### src/rtl/booth_pkg.sv
// Package: shared types and the recoding decision for the Booth multiplier.
// Assumes: callers pass the two lowest bits of the working register.
package booth_pkg;

    typedef enum logic [1:0] {
        ACT_HOLD = 2'd0,
        ACT_PLUS = 2'd1,
        ACT_MINUS = 2'd2
    } booth_act_e;

    // Map the low register bit pair to the step action.
    function automatic booth_act_e pick_action(input logic [1:0] pair);
        booth_act_e act;
        unique case (pair)
            2'b01:   act = ACT_PLUS;
            2'b10:   act = ACT_MINUS;
            default: act = ACT_HOLD;
        endcase
        return act;
    endfunction

endpackage

### src/rtl/booth_operand_prep.sv
// Module: booth_operand_prep
// Builds the initial working word and the two addend words from raw operands.
// The top field is XW+1 bits wide, so negating the most negative multiplicand
// cannot wrap. Purely combinational.
module booth_operand_prep #(
    parameter int XW = 8,
    parameter int YW = 8,
    localparam int W = XW + YW + 2
) (
    input  logic [XW-1:0] mcand,
    input  logic [YW-1:0] mplier,
    output logic [W-1:0]  init_word,
    output logic [W-1:0]  plus_word,
    output logic [W-1:0]  minus_word
);
    localparam logic [XW:0] ONE = 1;

    logic [XW:0] mc_ext;
    logic [XW:0] mc_neg;

    // Sign-extend the multiplicand by one bit and form its negation.
    always_comb begin
        mc_ext = {mcand[XW-1], mcand};
        mc_neg = (~mc_ext) + ONE;
    end

    // Place the fields: multiplier in the middle, addends at the top.
    always_comb begin
        init_word  = {{(XW+1){1'b0}}, mplier, 1'b0};
        plus_word  = {mc_ext, {(YW+1){1'b0}}};
        minus_word = {mc_neg, {(YW+1){1'b0}}};
    end
endmodule

### src/rtl/booth_step.sv
// Module: booth_step
// One radix-2 Booth iteration: a conditional add of an addend word, then an
// arithmetic right shift by one. Carry out of the top bit is dropped.
// Combinational.
module booth_step #(
    parameter int W = 18
) (
    input  logic [W-1:0] cur,
    input  logic [W-1:0] plus_word,
    input  logic [W-1:0] minus_word,
    output logic [W-1:0] nxt
);
    import booth_pkg::*;

    booth_act_e  act;
    logic [W-1:0] sum;

    // Decide the action and perform the modular add.
    always_comb begin
        act = pick_action(cur[1:0]);
        unique case (act)
            ACT_PLUS:  sum = cur + plus_word;
            ACT_MINUS: sum = cur + minus_word;
            default:   sum = cur;
        endcase
    end

    // Arithmetic shift right, copying the sign bit.
    always_comb begin
        nxt = {sum[W-1], sum[W-1:1]};
    end
endmodule

### src/rtl/booth_seq_ctrl.sv
// Module: booth_seq_ctrl
// Sequencer that accepts start only while idle, runs exactly YW steps and
// pulses done once. Assumes YW >= 1. Synchronous active-low reset.
module booth_seq_ctrl #(
    parameter int YW = 8,
    localparam int CW = $clog2(YW + 1)
) (
    input  logic clk,
    input  logic rst_n,
    input  logic start,
    output logic load,
    output logic busy,
    output logic done
);
    localparam logic [CW-1:0] LAST = CW'(YW - 1);

    logic [CW-1:0] step_cnt;

    // Accept a new job only when no steps are pending.
    always_comb begin
        load = start & ~busy;
    end

    // Step counter, busy flag and done pulse.
    always_ff @(posedge clk) begin
        if (!rst_n) begin
            busy     <= 1'b0;
            done     <= 1'b0;
            step_cnt <= '0;
        end else begin
            done <= 1'b0;
            if (load) begin
                busy     <= 1'b1;
                step_cnt <= '0;
            end else if (busy) begin
                if (step_cnt == LAST) begin
                    busy <= 1'b0;
                    done <= 1'b1;
                end else begin
                    step_cnt <= step_cnt + 1'b1;
                end
            end
        end
    end
endmodule

### src/rtl/booth_r2_seq_mult.sv
// Module: booth_r2_seq_mult
// Sequential radix-2 Booth multiplier for signed operands. The operands are
// captured on an accepted start. One step runs per clock for YW clocks, then
// the product is held. Synchronous active-low reset.
module booth_r2_seq_mult #(
    parameter int XW = 8,
    parameter int YW = 8,
    localparam int W  = XW + YW + 2,
    localparam int PW = XW + YW
) (
    input  logic          clk,
    input  logic          rst_n,
    input  logic          start,
    input  logic [XW-1:0] mcand,
    input  logic [YW-1:0] mplier,
    output logic          busy,
    output logic          done,
    output logic [PW-1:0] product
);
    logic          load;
    logic [W-1:0]  init_word;
    logic [W-1:0]  plus_in;
    logic [W-1:0]  minus_in;
    logic [W-1:0]  plus_q;
    logic [W-1:0]  minus_q;
    logic [W-1:0]  work_q;
    logic [W-1:0]  work_nxt;

    booth_operand_prep #(.XW(XW), .YW(YW)) u_prep (
        .mcand      (mcand),
        .mplier     (mplier),
        .init_word  (init_word),
        .plus_word  (plus_in),
        .minus_word (minus_in)
    );

    booth_step #(.W(W)) u_step (
        .cur        (work_q),
        .plus_word  (plus_q),
        .minus_word (minus_q),
        .nxt        (work_nxt)
    );

    booth_seq_ctrl #(.YW(YW)) u_ctrl (
        .clk   (clk),
        .rst_n (rst_n),
        .start (start),
        .load  (load),
        .busy  (busy),
        .done  (done)
    );

    // Capture the addend words on an accepted start.
    always_ff @(posedge clk) begin
        if (!rst_n) begin
            plus_q  <= '0;
            minus_q <= '0;
        end else if (load) begin
            plus_q  <= plus_in;
            minus_q <= minus_in;
        end
    end

    // Working register: load, step while busy, otherwise hold.
    always_ff @(posedge clk) begin
        if (!rst_n) begin
            work_q <= '0;
        end else if (load) begin
            work_q <= init_word;
        end else if (busy) begin
            work_q <= work_nxt;
        end
    end

    // Product is the register with its guard bit and top extension removed.
    always_comb begin
        product = work_q[PW:1];
    end
endmodule

### config.mk
export PLATFORM = sky130hd
export DESIGN_NAME = booth_r2_seq_mult
export DESIGN_NICKNAME = d
export VERILOG_FILES = /design/src/rtl/booth_pkg.sv /design/src/rtl/booth_operand_prep.sv /design/src/rtl/booth_step.sv /design/src/rtl/booth_seq_ctrl.sv /design/src/rtl/booth_r2_seq_mult.sv
export SDC_FILE = /design/constraint.sdc
export NUM_CORES = 1
export LEC_CHECK = 0
export ABC_CLOCK_PERIOD_IN_PS = 6400
export BUFFER_PORTS_ARGS = -buffer_cell sky130_fd_sc_hd__buf_2
export CORE_UTILIZATION = 45
export DETAILED_ROUTE_END_ITERATION = 10
export GPL_TIMING_DRIVEN = 0
export MAX_ROUTING_LAYER = met4
export PLACE_DENSITY_LB_ADDON = 0.15
export SETUP_SLACK_MARGIN = 0.1
export SKIP_CTS_REPAIR_TIMING = 1
export SLEW_MARGIN = 20
export SYNTH_ARGS = -nofsm -noshare
export SYNTH_HDL_FRONTEND = slang
export SYNTH_SLANG_ARGS = --single-unit
### constraint.sdc
create_clock -name clk -period 6.4 [get_ports clk]
set_input_delay 0.96 -clock clk [delete_from_list [all_inputs] [get_ports clk]]
set_output_delay 0.96 -clock clk [all_outputs]
set_load 0.005 [all_outputs]
==> run summary <==
status: finished, final reports clean
hold depth: 2
met3 usage: 0.0506
Port Buffers: 35
RSZ-0062 raised after global routing: false
Internal: 0.428 mW
pin count of the biggest net entering global routing: 14
Max Slew Vio Count: 0
relative slew slack: 0.552
Routed WL per cell: 13.6 µm
clock buffer depth: 2
Data required, critical path: 6.56 ns
maxcap violations: 0
worst-path cell chain: ha_1 -> inv_1 -> fa_1 -> nand2b_1 -> a21oi_1 -> o211ai_1 -> a221o_1 -> a21oi_1 -> nor3_1
clock-pin transition on the worst setup and hold timing paths: 0.08 ns
switching share of power: 0.283
total chip power: 0.597 mW
Syn Inst Count: 314
Area Overhead vs Synth: 14.7%
syn nets: 354
Die Wd: 77.7 µm
Hold Fails Final Rpt: 0
Final nets: 396
EDFF count, synth: 0
Critical Path AT: 2.52 ns
Worst path top cell family by delay: compound AO/OA/AOI/OAI gates
combinational share of power: 0.202
sequential share of power: 0.452
worst-margin pin slew: 0.670 ns
cell count of the worst reg-to-reg path: 9
Worst setup SP type: flop
Rows: 27
H-tree Lvls: 2
TNS Setup: 0 ns
CORE AREA: 0.00551 mm²
Distinct cells, synth: 44
Max FO, Critical Path: 4
CP peak stage delay: 0.42 ns
GRT Residual Overflow: 0
# DRC: 0
cell at the slowest stage of the critical path: fa_1
Pwr per Cell Area: 202 mW/mm²
drt first pass iters: 4
Leak: 1.40 nW
period utilization: 0.368
initial antenna violation count: 0
met2 GRT Util: 0.344
clock root buffer: clkbuf_8
routed vias/inst: 5.24
clk_skew: 0.00635 ns
Worst path depth: 9
Antenna Nets Post-Route: 0
clock share of power: 0.346
Detailed Route Iter0 Violations: 144
met1 Use GR: 0.273
Clk Latency, worst-skew pair: 0.29 ns
Routed Wire Length: 5.83 mm
most frequent cells in the layout: nand2_1, dfxtp_1, buf_2, o21ai_0, ha_1
share of the synthesized area in the top cell type: 0.303
commonest non-fill, non-tap cell in the layout: nand2_1
NetSw: 0.169 mW
clock sink count: 39
Die ar.: 0.00603 mm²
first-pass GRT wire length: 10.1 mm
Num CTS Buffers: 5
Antenna Cells: 0
final setup violation count: 0
Hold WC Path Type: reg2reg
syn_area_per_cell: 8.21 µm²
mapped cell area: 0.00258 mm²
fmax: 424 MHz
ys flop type: dfxtp_1
kind of critical path: reg2reg
vias in the first global route: 2,131
synthesized flop and latch total: 39
Final HPWL DP: 4.66 mm
min Tclk post-route: 2.36 ns
I/O pins: 37
Synth async-reset ratio: 0
number of vias in the routed layout: 2,250
sequential area share after synthesis: 0.303
gr usage total: 0.219
Syn. warnings: 0
Synth area leader: dfxtp_1
critical path endpoint category: flop
most used cell, CP: a21oi_1
Vert. Die Dim: 77.7 µm
top post-synthesis cells by area: dfxtp_1, ha_1, nand2_1, buf_4, o21ai_0
Buf/Inv on CP: 1
Initial Utilization: 0.468
global placer's final weighted congestion: 0.887
Worst VDD drop: 0.110 mV
share of layout cells above drive strength 1: 0.176
busiest layer in global routing: met2
CTS tree: yes
-- cells in the mapped netlist (7+ instances only) --
cell	instances
nand2b_1	7
o211a_1	7
clkbuf_1	13
xnor2_1	10
inv_1	14
ha_1	19
dfxtp_1	39
a21boi_0	11
xor2_1	8
nor2_1	17
nand2_1	46
o21ai_0	19
mux2i_1	9
buf_4	16
a21oi_1	14
-- logic make-up after synthesis --
group	share of synthesized area
buf+inv	0.0898
mux	0.0350
fa+ha+maj	0.108
xor+xnor	0.0612
simple gates	0.188
flops	0.303
compound gates	0.215
-- through the flow --
stage	utilization	setup WS [ns]	instances	cell area [µm²]	hold WS [ns]
2_1_floorplan	-	4.29	314	2580	0.445
3_3_place_gp	0.516	4.04	421	2840	0.464
3_5_place_dp	0.516	4.01	421	2840	0.473
4_1_cts	0.537	4.05	429	2960	0.484
5_1_grt	0.537	3.85	429	2960	0.513
6_report	0.537	4.04	429	2960	0.478
-- power groups by stage --
stage | Sequential (mW) | Clock (mW) | Combinational, mW
6_report | 0.270 | 0.207 | 0.121
3_5_place_dp | 0.276 | 0 | 0.120
3_3_place_gp | 0.275 | 0 | 0.119
5_1_grt | 0.272 | 0.223 | 0.136
2_1_floorplan | 0.271 | 0 | 0.0863
4_1_cts | 0.270 | 0.209 | 0.121
-- sequential cells by signal, summed over array words and instances, names as in the netlist --
register         cells
work_q              17
u_ctrl.done          1
u_ctrl.busy          1
u_ctrl.step_cnt      4
minus_q              9
plus_q               7
-- layer usage --
layer,routed length [µm],vias to the layer above,part of all wire
li1,-,1165,-
met1,2880,1026,0.49
met2,2610,51,0.45
met3,237,8,0.041
met4,112,0,0.019
met5,0,-,0
-- path summary, 6_finish.rpt --
| path | from | endpoint | slack, ns |
|---|---|---|---|
| worst max-delay path | work_q[9] | work_q[16] | 4.04 |
| worst min-delay path | plus_q[11] | plus_q[11] | 0.48 |
| worst max register to register | work_q[9] | work_q[16] | 4.04 |
| worst min register to register | plus_q[11] | plus_q[11] | 0.48 |
-- worst min-delay path: stages, from the launching register on --
cell and delay (ns):
dfxtp_1 0.32, nand2_1 0.05, a21boi_0 0.06
-- final cells by class --
cell class	instances	area, µm²
buffer	31	179
clock buffer	5	68.8
clock inverter	3	43.8
fill	543	2550
inverter	14	52.6
multi-input combinational	230	1570
sequential	39	781
tap	72	90.1
timing repair buffer	35	175
No activity file was read; power rests on OpenSTA's default activity.
